File: config.mk
export PLATFORM = sky130hd
export DESIGN_NAME = hist_rank_top
export DESIGN_NICKNAME = d
export VERILOG_FILES = /design/src/rtl/hist_rank_pkg.sv /design/src/rtl/hist_count_mem.sv /design/src/rtl/hist_bin_update.sv /design/src/rtl/hist_bin_scan.sv /design/src/rtl/hist_rank_top.sv
export SDC_FILE = /design/constraint.sdc
export NUM_CORES = 2
export LEC_CHECK = 0
export BUFFER_PORTS_ARGS = -buffer_cell sky130_fd_sc_hd__buf_2
export CORE_MARGIN = 2
export CORE_UTILIZATION = 30
export CTS_BUF_LIST = sky130_fd_sc_hd__clkbuf_16
export DETAILED_ROUTE_END_ITERATION = 8
export MAX_ROUTING_LAYER = met4
export PLACE_DENSITY_LB_ADDON = 0.25
export SLEW_MARGIN = 5
export SYNTH_ARGS = -nofsm -noshare
export SYNTH_HDL_FRONTEND = slang
export SYNTH_SLANG_ARGS = --single-unit
File: constraint.sdc
create_clock -name clk_i -period 9.83 [get_ports clk_i]
set_input_delay 0.983 -clock clk_i [delete_from_list [all_inputs] [get_ports clk_i]]
set_output_delay 0.983 -clock clk_i [all_outputs]
set_load 0.1 [all_outputs]
File: src/rtl/hist_rank_pkg.sv
package hist_rank_pkg;
  typedef enum logic [1:0] {
    ST_CLEAR = 2'd0,
    ST_ACCUM = 2'd1,
    ST_DRAIN = 2'd2,
    ST_SCAN  = 2'd3
  } hist_state_e;
endpackage

File: src/rtl/hist_count_mem.sv
module hist_count_mem #(
  parameter int unsigned ADDR_W = 8,
  parameter int unsigned DATA_W = 7,
  localparam int unsigned DEPTH = 1 << ADDR_W
) (
  input  logic              clk_i,
  input  logic              we_i,
  input  logic [ADDR_W-1:0] waddr_i,
  input  logic [DATA_W-1:0] wdata_i,
  input  logic [ADDR_W-1:0] raddr_i,
  output logic [DATA_W-1:0] rdata_o
);
  logic [DATA_W-1:0] mem_q [DEPTH];
  logic [DATA_W-1:0] rdata_q;

  // read returns the old word when the same address is written in the same cycle
  always_ff @(posedge clk_i) begin
    if (we_i) mem_q[waddr_i] <= wdata_i;
    rdata_q <= mem_q[raddr_i];
  end

  assign rdata_o = rdata_q;
endmodule

File: src/rtl/hist_bin_update.sv
module hist_bin_update #(
  parameter int unsigned BIN_W = 8,
  parameter int unsigned CNT_W = 7
) (
  input  logic             clk_i,
  input  logic             rst_ni,
  input  logic             in_valid_i,
  input  logic [BIN_W-1:0] in_bin_i,
  input  logic [CNT_W-1:0] rd_cnt_i,
  output logic             wr_en_o,
  output logic [BIN_W-1:0] wr_bin_o,
  output logic [CNT_W-1:0] wr_cnt_o
);
  logic             s1_v_q, s2_v_q;
  logic [BIN_W-1:0] s1_bin_q, s2_bin_q;
  logic [CNT_W-1:0] s2_cnt_q;
  logic [CNT_W-1:0] base_cnt;

  // stage 2 holds the value written last cycle; memory read missed it
  always_comb begin
    base_cnt = (s2_v_q && (s2_bin_q == s1_bin_q)) ? s2_cnt_q : rd_cnt_i;
    wr_cnt_o = base_cnt + 1'b1;
    wr_en_o  = s1_v_q;
    wr_bin_o = s1_bin_q;
  end

  always_ff @(posedge clk_i or negedge rst_ni) begin
    if (!rst_ni) begin
      s1_v_q   <= 1'b0;
      s1_bin_q <= '0;
      s2_v_q   <= 1'b0;
      s2_bin_q <= '0;
      s2_cnt_q <= '0;
    end else begin
      s1_v_q   <= in_valid_i;
      s1_bin_q <= in_bin_i;
      s2_v_q   <= s1_v_q;
      s2_bin_q <= s1_bin_q;
      s2_cnt_q <= wr_cnt_o;
    end
  end
endmodule

File: src/rtl/hist_bin_scan.sv
module hist_bin_scan #(
  parameter int unsigned BIN_W = 8,
  parameter int unsigned CNT_W = 7
) (
  input  logic             clk_i,
  input  logic             rst_ni,
  input  logic             go_i,
  input  logic             dir_i,
  input  logic [CNT_W-1:0] rank_i,
  input  logic [CNT_W-1:0] rd_cnt_i,
  output logic [BIN_W-1:0] rd_addr_o,
  output logic             hit_o,
  output logic [BIN_W-1:0] hit_bin_o
);
  localparam logic [BIN_W-1:0] TOP_BIN = '1;

  logic [BIN_W-1:0] ptr_q, rbin_q, end_bin;
  logic             issue_q, rv_q, dir_q;
  logic [CNT_W:0]   sum_q, acc;

  always_comb begin
    end_bin   = dir_q ? '0 : TOP_BIN;
    acc       = sum_q + {1'b0, rd_cnt_i};
    hit_o     = rv_q && ((acc >= {1'b0, rank_i}) || (rbin_q == end_bin));
    hit_bin_o = rbin_q;
    rd_addr_o = ptr_q;
  end

  always_ff @(posedge clk_i or negedge rst_ni) begin
    if (!rst_ni) begin
      ptr_q   <= '0;
      rbin_q  <= '0;
      issue_q <= 1'b0;
      rv_q    <= 1'b0;
      dir_q   <= 1'b0;
      sum_q   <= '0;
    end else if (go_i) begin
      dir_q   <= dir_i;
      ptr_q   <= dir_i ? TOP_BIN : '0;
      issue_q <= 1'b1;
      rv_q    <= 1'b0;
      sum_q   <= '0;
    end else begin
      rv_q <= issue_q;
      if (issue_q) begin
        rbin_q <= ptr_q;
        ptr_q  <= dir_q ? ptr_q - 1'b1 : ptr_q + 1'b1;
        if (ptr_q == end_bin) issue_q <= 1'b0;
      end
      if (rv_q) sum_q <= acc;
      if (hit_o) begin
        issue_q <= 1'b0;
        rv_q    <= 1'b0;
      end
    end
  end
endmodule

File: src/rtl/hist_rank_top.sv
module hist_rank_top
  import hist_rank_pkg::*;
#(
  parameter int unsigned DATA_W = 8,
  parameter int unsigned WIN    = 75,
  localparam int unsigned CNT_W = $clog2(WIN + 1)
) (
  input  logic              clk_i,
  input  logic              rst_ni,
  input  logic [DATA_W-1:0] sample_i,
  input  logic              sample_valid_i,
  input  logic [CNT_W-1:0]  rank_i,
  input  logic              dir_i,
  input  logic              start_i,
  output logic              busy_o,
  output logic [DATA_W-1:0] result_o,
  output logic              done_o
);
  localparam logic [DATA_W-1:0] LAST_BIN = '1;
  localparam logic [CNT_W-1:0]  WIN_CNT  = CNT_W'(WIN);

  hist_state_e       state_q;
  logic [DATA_W-1:0] clr_q;
  logic [CNT_W-1:0]  taken_q, rank_q;
  logic              dir_q;
  logic [DATA_W-1:0] result_q;
  logic              done_q;

  logic              accept, clearing, scan_go;
  logic              mem_we;
  logic [DATA_W-1:0] mem_waddr, mem_raddr;
  logic [CNT_W-1:0]  mem_wdata, mem_rdata;
  logic              upd_we;
  logic [DATA_W-1:0] upd_bin, scan_addr, hit_bin;
  logic [CNT_W-1:0]  upd_cnt;
  logic              hit;

  always_comb begin
    clearing = (state_q == ST_CLEAR);
    scan_go  = (state_q == ST_DRAIN);
    accept   = (state_q == ST_ACCUM) && sample_valid_i && (taken_q < WIN_CNT);
    if (clearing) begin
      mem_we    = 1'b1;
      mem_waddr = clr_q;
      mem_wdata = '0;
    end else begin
      mem_we    = upd_we;
      mem_waddr = upd_bin;
      mem_wdata = upd_cnt;
    end
    mem_raddr = (state_q == ST_SCAN) ? scan_addr : sample_i;
  end

  hist_count_mem #(.ADDR_W(DATA_W), .DATA_W(CNT_W)) u_mem (
    .clk_i  (clk_i),
    .we_i   (mem_we),
    .waddr_i(mem_waddr),
    .wdata_i(mem_wdata),
    .raddr_i(mem_raddr),
    .rdata_o(mem_rdata)
  );

  hist_bin_update #(.BIN_W(DATA_W), .CNT_W(CNT_W)) u_upd (
    .clk_i     (clk_i),
    .rst_ni    (rst_ni),
    .in_valid_i(accept),
    .in_bin_i  (sample_i),
    .rd_cnt_i  (mem_rdata),
    .wr_en_o   (upd_we),
    .wr_bin_o  (upd_bin),
    .wr_cnt_o  (upd_cnt)
  );

  hist_bin_scan #(.BIN_W(DATA_W), .CNT_W(CNT_W)) u_scan (
    .clk_i    (clk_i),
    .rst_ni   (rst_ni),
    .go_i     (scan_go),
    .dir_i    (dir_q),
    .rank_i   (rank_q),
    .rd_cnt_i (mem_rdata),
    .rd_addr_o(scan_addr),
    .hit_o    (hit),
    .hit_bin_o(hit_bin)
  );

  always_ff @(posedge clk_i or negedge rst_ni) begin
    if (!rst_ni) begin
      state_q  <= ST_CLEAR;
      clr_q    <= '0;
      taken_q  <= '0;
      rank_q   <= CNT_W'(1);
      dir_q    <= 1'b0;
      result_q <= '0;
      done_q   <= 1'b0;
    end else begin
      done_q <= 1'b0;
      unique case (state_q)
        ST_CLEAR: begin
          clr_q <= clr_q + 1'b1;
          if (clr_q == LAST_BIN) begin
            state_q <= ST_ACCUM;
            taken_q <= '0;
          end
        end
        ST_ACCUM: begin
          if (accept) taken_q <= taken_q + 1'b1;
          if (start_i) begin
            rank_q  <= (rank_i == '0) ? CNT_W'(1) : rank_i;
            dir_q   <= dir_i;
            state_q <= ST_DRAIN;
          end
        end
        // lets the last in-flight increment land before the first scan read
        ST_DRAIN: state_q <= ST_SCAN;
        ST_SCAN: begin
          if (hit) begin
            result_q <= hit_bin;
            done_q   <= 1'b1;
            clr_q    <= '0;
            state_q  <= ST_CLEAR;
          end
        end
        default: state_q <= ST_CLEAR;
      endcase
    end
  end

  assign busy_o   = (state_q != ST_ACCUM);
  assign result_o = result_q;
  assign done_o   = done_q;
endmodule

==> reports/metrics.cfg <==
[outcome]
status = complete, no violations

[placed_design]
dp_slack_ps = 3960
dpl.hpwl_mm = 125
port_buffers = 29
postPlaceCellArea_mm2 = 0.0792
gp_congestion = 0.807

[synth]
synthDistinctLibCells = 64
synth_edf_count = 1792
syn_inst = 5225
yosys_warnings = 0
synth.top_cell.area_share_pct = 71.4
async_flop_share_pct = 4.56
synth.avg_cell_area_um2 = 14.4
synthTopCellsByCount = edfxtp_1 (1792), nand2_1 (992), mux2i_1 (371)
yosysSeqAreaShare_pct = 74.5
ys_ff_latch = 1885
yosys.cell_count.top_type = edfxtp_1
ys_top_cells_by_area = edfxtp_1 (71%), nand2_1 (4.9%), mux2i_1 (4.9%), dfrtp_1 (2.8%), nand3_1 (2.4%)
yosysTopAreaCell = edfxtp_1
ys_dominant_reg_cell = edfxtp_1
syn_area_mm2 = 0.0753
synth.net_count = 5274

[critical_path]
reg2reg_from = state_q[1]
crit_required_ps = 10520
cp-start-kind = flip-flop
cp_max_fo = 106
worstSetupStartpoint = state_q[1]
worstSetupPathType = reg2reg
critPathCaptureType = flip-flop
arrival_ps = 6510

[cts]
path_clk_slew_ps = 60
post_cts.repair.setup_buffers = 0
cts_root_buf = clkbuf_16
cts_tree = done
clk_latency_ps = 850
clk_path_buf_depth = 3
cts.sinks = 1885
cts_resized = 0
cts_buffers = 200
cts_hold_buf = 0
cts_max_level = 4

[timing]
setup_slack_ps = 4010
rsz0062_at_grt = no
max_freq_ghz = 0.172
period_share_pct = 59.2
min_period_ps = 5820
tightest_slew_ps = 1370
setup_viol = 0
drv_slew = 0
slew_headroom_pct = 8.11
finalClockSkew_ps = 34.6
setup_tns_ps = 0
hold_viol = 0

[floorplan]
io-pin-count = 30
fp.dieW_um = 505
start_util_pct = 30.2
die-area_mm2 = 0.255
row_count = 183
die_height_um = 505
design.core.area_mm2 = 0.249

[finish]
drive_gt1_share_pct = 9.43
fill_cells = 24200
layout.nets = 5257
fin_area_mm2 = 0.0855
syn_to_final_growth_pct = 13.5

[routing]
postRouteAntennaNets = 0
drt-pass1-iter-count = 6
postRouteWirelength_mm = 218
wl_per_cell_um = 25.0
drc = 0
via_count = 44300
drtIter0Drc = 4534
viasPerCell = 5.09

[job]
max_cap_viol_count = 0

[global_route]
grt_pass1_vias = 43000
track_usage_pct = 17.2
antenna_found_initial = 9
grt_pass1_wl_mm = 315
gr-total-overflow = 0
grt_max_degree = 185

[pwr]
power_density_mw_per_mm2 = 311
ir_drop_v = 0.000400
cellLeakagePower_nw = 28.2

[min_path]
hold_class = in2async

## per-stage QoR
stage	cells	util, %	total power [W]	hold WS, ps
2_1_floorplan	5225	-	0.0164	407
3_3_place_gp	8335	31.8	0.0194	432
3_5_place_dp	8336	31.8	0.0195	445
4_1_cts	8698	34.3	0.0268	59.2
5_1_grt	8700	34.3	0.0277	103
6_report	8700	34.3	0.0266	89.0
## routing by layer
metal	vias up	GRT usage (%)	routed length, um	part of all wire (%)
li1	19700	-	-	-
met1	22800	23.5	96900	44
met2	1502	26.0	101000	46
met3	286	3.58	15500	7.1
met4	0	4.44	4950	2.3
met5	-	-	0	0
## worst paths after layout
| path | to | slack (ps) | cells after the start |
|---|---|---|---|
| setup / recovery | u_mem.rdata_o[1] | 4010 | 11 |
| hold / removal | result_o[2] | 90 | 1 |
| setup reg to reg | u_mem.rdata_o[1] | 4010 | 11 |
| hold reg to reg | u_upd.s2_bin_q[2] | 460 | 0 |
| max in group asynchronous | u_upd.wr_bin_o[7] | 8700 | 2 |
| min in group clk_i | u_upd.wr_bin_o[6] | 310 | 1 |
## placed cells by master, fill, tap and decap left out, drive strengths merged, types with 27 or more instances in the layout
cell     Yosys  final
a2111oi     55     55
a21oi      149    149
a31oi      130    130
a32oi       57     57
buf        178    115
clkbuf     156    204
clkinv       0     92
dfrtp       85     85
edfxtp    1792   1792
ha          27     27
inv         34     79
mux2i      373    373
mux4        42     42
nand2      992    992
nand3      359    359
nor2       339    339
nor3        34     34
o21ai       60     60
o22ai      168    168
## kinds of logic after synthesis
kind of cell | share of synthesized area, %
multiplexers | 6.58
AO/OA/AOI/OAI | 6.27
XOR/XNOR | 0.302
buffers and inverters | 2.25
adder cells (fa/ha/maj) | 0.502
flip-flops | 74.5
AND/OR/NAND/NOR | 9.64
## worst max-delay path, stage by stage (launching register included)
cell	delay, ps
dfrtp_1	400
ha_2	190
buf_4	450
mux2i_4	390
buf_12	560
buf_4	910
buf_12	530
mux4_2	580
a2111oi_0	670
o32ai_1	150
a21oi_1	340
o2111ai_1	150
## flip-flops by register name, summed over array words and instances, names as in the netlist
name	count
u_mem.mem_q	1792
u_scan.dir_q	1
u_upd.s2_v_q	1
result_o	8
u_scan.issue_q	1
u_scan.sum_q	8
u_scan.hit_bin_o	8
u_upd.wr_bin_o	8
rank_q	7
dir_q	1
u_scan.rd_addr_o	8
done_o	1
u_upd.s2_bin_q	8
u_mem.rdata_o	7
state_q	2
taken_q	7
clr_q	8
u_upd.s2_cnt_q	7
u_upd.wr_en_o	1
u_scan.rv_q	1
## power breakdown
group,internal (W),switching [W]
Sequential,0.0107,0.000218
Combinational,0.00199,0.00632
Clock,0.00415,0.00320
## cell type report
| cell class | count | area (um^2) | share of cell area, % |
|---|---|---|---|
| flip-flops and latches | 1885 | 56100 | 65.6 |
| multi-input cells | 2972 | 17800 | 20.9 |
| well taps | 3330 | 4170 | 4.87 |
| diodes | 2 | 5.00 | 0.00585 |
| clock inverters | 158 | 1230 | 1.44 |
| inverters | 34 | 128 | 0.149 |
| clock buffers | 204 | 5100 | 5.97 |
| repair buffers | 115 | 928 | 1.09 |
No activity file was read; power rests on OpenSTA's default activity.
